==> config.mk <==
export PLATFORM = sky130hd
export DESIGN_NAME = phase_window_sel
export DESIGN_NICKNAME = d
export VERILOG_FILES = /design/src/rtl/phase_sel_pkg.sv /design/src/rtl/ring_lead_count.sv /design/src/rtl/window_pick.sv /design/src/rtl/run_scanner.sv /design/src/rtl/phase_window_sel.sv
export SDC_FILE = /design/constraint.sdc
export NUM_CORES = 1
export LEC_CHECK = 0
export ABC_AREA = 1
export BUFFER_PORTS_ARGS = -buffer_cell sky130_fd_sc_hd__buf_2
export CAP_MARGIN = 20
export CORE_MARGIN = 3
export CORE_UTILIZATION = 35
export CTS_CLUSTER_DIAMETER = 60
export DETAILED_ROUTE_END_ITERATION = 8
export PLACE_DENSITY = 0.51
export SYNTH_ARGS = -nofsm -noshare
export SYNTH_HDL_FRONTEND = slang
export SYNTH_SLANG_ARGS = --single-unit
==> constraint.sdc <==
create_clock -name clk_i -period 8.5 [get_ports clk_i]
set_input_delay 1.7 -clock clk_i [delete_from_list [all_inputs] [get_ports clk_i]]
set_output_delay 1.7 -clock clk_i [all_outputs]
set_load 0.005 [all_outputs]
==> src/rtl/phase_sel_pkg.sv <==
package phase_sel_pkg;
  typedef enum logic {
    ST_IDLE = 1'b0,
    ST_SCAN = 1'b1
  } scan_state_e;
endpackage

==> src/rtl/ring_lead_count.sv <==
// Counts passing phases from phase 0 upward and flags a wrap-around run.
module ring_lead_count #(
  parameter int N  = 16,
  parameter int LW = $clog2(N + 1)
) (
  input  logic [N-1:0]  mask_i,
  output logic [LW-1:0] lead_o,
  output logic          wrap_o
);
  logic run_on;

  always_comb begin
    lead_o = '0;
    run_on = 1'b1;
    for (int k = 0; k < N; k++) begin
      if (run_on && mask_i[k]) lead_o = lead_o + LW'(1);
      else                     run_on = 1'b0;
    end
  end

  assign wrap_o = mask_i[0] & mask_i[N-1] & ~(&mask_i);
endmodule

==> src/rtl/window_pick.sv <==
// Offset three quarters into a window, taken modulo the phase count.
module window_pick #(
  parameter int N  = 16,
  parameter int PW = $clog2(N),
  parameter int LW = $clog2(N + 1)
) (
  input  logic [PW-1:0] start_i,
  input  logic [LW-1:0] len_i,
  output logic [PW-1:0] phase_o
);
  localparam int SW = LW + 2;

  logic [SW-1:0] tri_len, quarter, offset, sum, wrapped;

  always_comb begin
    tri_len = SW'(len_i) + SW'({len_i, 1'b0});
    quarter = tri_len >> 2;
    offset  = (quarter == '0) ? '0 : quarter - SW'(1);
    sum     = SW'(start_i) + offset;
    wrapped = (sum >= SW'(N)) ? sum - SW'(N) : sum;
    phase_o = wrapped[PW-1:0];
  end
endmodule

==> src/rtl/run_scanner.sv <==
// Walks one phase per cycle, tracking the current run and the best run so far.
module run_scanner
  import phase_sel_pkg::*;
#(
  parameter int N  = 16,
  parameter int PW = $clog2(N),
  parameter int LW = $clog2(N + 1)
) (
  input  logic          clk_i,
  input  logic          rst_ni,
  input  logic          start_i,
  input  logic [N-1:0]  mask_i,
  input  logic [LW-1:0] lead_i,
  input  logic          wrap_i,
  output logic [N-1:0]  mask_q_o,
  output logic          done_o,
  output logic [PW-1:0] best_start_o,
  output logic [LW-1:0] best_len_o
);
  scan_state_e   state_q;
  logic [PW-1:0] idx_q, cur_start_q, best_start_q, start_n;
  logic [LW-1:0] cur_len_q, best_len_q, len_n, cand_len;
  logic [N-1:0]  mask_q;
  logic          is_last, bit_now, bit_next, run_end, skip_lead, take;

  always_comb begin
    is_last   = (idx_q == PW'(N - 1));
    bit_now   = mask_q[idx_q];
    bit_next  = is_last ? 1'b0 : mask_q[PW'(idx_q + PW'(1))];
    len_n     = bit_now ? cur_len_q + LW'(1) : '0;
    start_n   = (bit_now && cur_len_q == '0) ? idx_q : cur_start_q;
    run_end   = bit_now && (is_last || !bit_next);
    // leading run is folded into the wrapping one at the last phase
    skip_lead = wrap_i && (start_n == '0);
    cand_len  = len_n + ((is_last && wrap_i) ? lead_i : '0);
    take      = (state_q == ST_SCAN) && run_end && !skip_lead && (cand_len > best_len_q);
    best_start_o = take ? start_n  : best_start_q;
    best_len_o   = take ? cand_len : best_len_q;
    done_o       = (state_q == ST_SCAN) && is_last;
  end

  always_ff @(posedge clk_i or negedge rst_ni) begin
    if (!rst_ni) begin
      state_q      <= ST_IDLE;
      idx_q        <= '0;
      mask_q       <= '0;
      cur_start_q  <= '0;
      cur_len_q    <= '0;
      best_start_q <= '0;
      best_len_q   <= '0;
    end else if (state_q == ST_IDLE) begin
      if (start_i) begin
        state_q      <= ST_SCAN;
        mask_q       <= mask_i;
        idx_q        <= '0;
        cur_start_q  <= '0;
        cur_len_q    <= '0;
        best_start_q <= '0;
        best_len_q   <= '0;
      end
    end else begin
      cur_start_q  <= start_n;
      cur_len_q    <= len_n;
      best_start_q <= best_start_o;
      best_len_q   <= best_len_o;
      idx_q        <= idx_q + PW'(1);
      if (is_last) state_q <= ST_IDLE;
    end
  end

  assign mask_q_o = mask_q;

  assert_len_bound_R4: assert property (@(posedge clk_i) disable iff (!rst_ni)
    best_len_q <= LW'(N));
  assert_mask_hold_R10: assert property (@(posedge clk_i) disable iff (!rst_ni)
    (state_q == ST_SCAN && !is_last) |=> $stable(mask_q));
endmodule

==> src/rtl/phase_window_sel.sv <==
module phase_window_sel #(
  parameter int NUM_PHASES = 16,
  localparam int PW = $clog2(NUM_PHASES),
  localparam int LW = $clog2(NUM_PHASES + 1)
) (
  input  logic                  clk_i,
  input  logic                  rst_ni,
  input  logic                  start_i,
  input  logic [NUM_PHASES-1:0] mask_i,
  output logic [PW-1:0]         phase_o,
  output logic                  valid_o,
  output logic                  err_o
);
  logic [NUM_PHASES-1:0] mask_q;
  logic [LW-1:0]         lead, best_len;
  logic [PW-1:0]         best_start, pick;
  logic                  wrap, done;

  ring_lead_count #(.N(NUM_PHASES), .LW(LW)) i_lead (
    .mask_i (mask_q),
    .lead_o (lead),
    .wrap_o (wrap)
  );

  run_scanner #(.N(NUM_PHASES), .PW(PW), .LW(LW)) i_scan (
    .clk_i        (clk_i),
    .rst_ni       (rst_ni),
    .start_i      (start_i),
    .mask_i       (mask_i),
    .lead_i       (lead),
    .wrap_i       (wrap),
    .mask_q_o     (mask_q),
    .done_o       (done),
    .best_start_o (best_start),
    .best_len_o   (best_len)
  );

  window_pick #(.N(NUM_PHASES), .PW(PW), .LW(LW)) i_pick (
    .start_i (best_start),
    .len_i   (best_len),
    .phase_o (pick)
  );

  always_ff @(posedge clk_i or negedge rst_ni) begin
    if (!rst_ni) begin
      phase_o <= '0;
      valid_o <= 1'b0;
      err_o   <= 1'b0;
    end else begin
      valid_o <= 1'b0;
      err_o   <= 1'b0;
      if (done) begin
        if (best_len != '0) begin
          valid_o <= 1'b1;
          phase_o <= pick;
        end else begin
          err_o   <= 1'b1;
          phase_o <= '0;
        end
      end
    end
  end

  assert_flags_excl_R9: assert property (@(posedge clk_i) disable iff (!rst_ni)
    !(valid_o && err_o));
  assert_valid_pulse_R9: assert property (@(posedge clk_i) disable iff (!rst_ni)
    valid_o |=> !valid_o);
  assert_err_pulse_R9: assert property (@(posedge clk_i) disable iff (!rst_ni)
    err_o |=> !err_o);
  assert_phase_hold_R9: assert property (@(posedge clk_i) disable iff (!rst_ni)
    !(valid_o || err_o) |-> $stable(phase_o));
  assert_err_empty_R8: assert property (@(posedge clk_i) disable iff (!rst_ni)
    err_o |-> (mask_q == '0));
  assert_valid_nonempty_R3: assert property (@(posedge clk_i) disable iff (!rst_ni)
    valid_o |-> (mask_q != '0));
endmodule

==> reports/metrics.csv <==
stage,metric,value,unit
status,status,"finished, violations left",
status,violations,setup timing,
synth,synth_nets,639,
clocking,clk_path_buf_depth,2,
synth,yosysSeqAreaShare,0.275,
die,pin_count,25,
timing,max_freq,114,MHz
global_route,grt_pass1_vias,3861,
timing,skew,0.00536,ns
drt,wl_per_cell,13.0,um
job,cap_violations,0,
worst_setup_path,critPathRequiredTime,8.68,ns
synth,yosysMostFrequentCell,inv_1,
synth,ys_ff_latch,45,
global_route,grt-ovfl-total,0,
synth,ys_top_cells_by_area,"dfrtp_1 (27%), ha_1 (10%), inv_1 (9.7%)",
die,rows,38,
drt,drtIter0Drc,214,
worst_setup_path,crit_fanout,6,
layout,antennaDiodeCount,0,
global_route,grt_antenna_before_repair,0,
drt,final_antenna_net_count,0,
synth,async_flop_share,1.00,
placement,routabilityCongestion,0.843,
synth,synthFlopType,dfrtp_1,
global_route,grt_max_degree,46,
timing,fin_crit,8.80,ns
global_route,grt_pass1_wl,17.6,mm
placement,placed_area,4850,sq um
synth,syn-cell-area,4100,sq um
worst_setup_path,critical_path_class,reg2reg,
synth,synthTopCellsByCount,"inv_1 (106), nand2_1 (105), nor2_1 (52), dfrtp_1 (45)",
synth,postSynthCellCount,584,
clocking,htreeDepth,2,
worst_setup_path,crit_buf_inv,13,
die,dieArea,13000,sq um
clocking,cts_root_buffer,clkbuf_16,
worst_setup_path,crit_path_end_kind,flip-flop,
drt,drc_errors,0,
timing,finalSetupViolCount,3,
timing,finalHoldViolations,0,
layout,finalNetCount,737,
timing,tns,-0.549,ns
synth,yosys.area.top_type,dfrtp_1,
synth,ys_types,40,
worst_setup_path,cp_slowest_cell,dfrtp_1,
layout,utilization,0.500,
timing,min_period_over_period,1.04,
clocking,clock_latency,0.29,ns
worst_setup_path,cpLargestDelayFamily,adder cells,
synth,synth_edf_count,0,
worst_setup_path,crit_top_cell,nand2_1,
placement,io_buffers,24,
synth,postSynthAreaPerCell,7.01,sq um
placement,place_hpwl,7.88,mm
drt,dr.pass1.iters,4,
synth,ys_warn_count,0,
timing,slew_headroom,0.585,
layout,area_growth,35.8,%
clocking,path_clk_slew,0.06,ns
clocking,cts.sink_count,45,
die,initial_core_util,0.368,
layout,final_area,5560,sq um
timing,rsz0062_at_grt,true,
die,core-area,11100,sq um
die,die_w,114,um
drt,wirelength,10.7,mm
timing,slew_viol_final,0,
layout,drive_gt1_frac,0.345,
die,die_h,114,um
clocking,cts_tree,done,
clocking,cts_buffers,5,
timing,timing.final.ws_setup,-0.301,ns
hold_path,hold_path_class,reg2reg,
worst_setup_path,worst_ep_arrival_time,8.98,ns
drt,via_per_inst,4.86,
synth,synth_top_area_frac,0.275,
global_route,grt_usage,0.163,
worst_setup_path,worst_setup_path_start_kind,flip-flop,
timing,worstMarginPinSlew,0.618,ns
drt,dr_total_vias,3999,
worst_setup_path,critical_path.max_stage_delay,0.43,ns
## sequential cells by signal, indices dropped and copies added (netlist names)
signal               cells
i_scan.best_start_q      4
i_scan.mask_q_o         16
i_scan.state_q           1
phase_o                  4
i_scan.cur_start_q       4
err_o                    1
i_scan.cur_len_q         5
valid_o                  1
i_scan.best_len_q        5
i_scan.idx_q             4
## worst register-to-register path: cells and delay by family, from the launching register on
family | cells | cell delay [ns]
xor+xnor | 3 | 0.52
compound gates | 16 | 2.19
fa+ha+maj | 10 | 2.57
flops | 1 | 0.43
simple gates | 22 | 1.85
buf+inv | 13 | 1.12
## layout make-up
type | instances | area [sq um]
repair buffers | 101 | 729
multi-input cells | 417 | 2960
inverters | 112 | 428
well taps | 140 | 175
clock buffers | 7 | 143
flip-flops and latches | 45 | 1130
fillers | 1121 | 5570
## worst paths after layout
check / start / endpoint / slack [ns] / cells past startpoint
setup / recovery: i_scan.mask_q_o[1] / phase_o[3] / -0.30 / 64
hold / removal: i_scan.best_start_q[2] / i_scan.best_start_q[2] / 0.48 / 2
setup reg to reg: i_scan.mask_q_o[1] / phase_o[3] / -0.30 / 64
hold reg to reg: i_scan.best_start_q[2] / i_scan.best_start_q[2] / 0.48 / 2
max in group asynchronous: rst_ni / i_scan.idx_q[2] / 6.69 / 2
min in group asynchronous: rst_ni / i_scan.best_len_q[2] / 1.31 / 1
## what timing repair did
item                                    in CTS  in global routing
gates resized for setup                     26                 64
endpoints found under the setup margin       4                  4
pin swaps                                   16                 61
hold buffers                                 0                  0
setup buffers                                9                 11
## kinds of logic after synthesis
family | Yosys count | synth area share
buffers and inverters | 122 | 0.112
AND/OR/NAND/NOR | 248 | 0.299
flip-flops | 45 | 0.275
AO/OA/AOI/OAI | 121 | 0.171
multiplexers | 2 | 0.00550
XOR/XNOR | 10 | 0.0214
adder cells (fa/ha/maj) | 36 | 0.115
## per-stage QoR
| stage | setup slack, ns | instances | hold slack [ns] |
|---|---|---|---|
| after floorplan | 0.00207 | 584 | 0.449 |
| after global placement | -0.358 | 794 | 0.465 |
| after detailed placement | -0.707 | 794 | 0.468 |
| after CTS | -0.315 | 810 | 0.486 |
| after global routing | -0.899 | 822 | 0.518 |
| final | -0.301 | 822 | 0.482 |
## routing by layer
layer,share of wire,GRT usage,vias up
li1,-,-,2100
met1,0.50,0.227,1860
met2,0.47,0.272,31
met3,0.018,0.0211,8
met4,0.0073,0.0317,0
met5,0,0,-
## placed cells by master (no fill, tap or decap), types with 6 or more instances in the layout
master / n
nor2_2: 9
nand3_2: 13
nand3_1: 29
dfrtp_1: 45
o21ai_4: 6
nand4_1: 6
ha_4: 10
ha_1: 21
a21oi_1: 36
inv_2: 14
o22ai_1: 12
nand2_4: 7
nor2_1: 46
buf_4: 71
nand2_1: 92
buf_2: 24
xor2_1: 6
o21ai_0: 33
a21oi_2: 7
inv_1: 95
nand2_2: 27
Power is left out: the tool's default activity adds up to more than one toggle a clock period on the data nets, which glitch-free logic cannot reach.
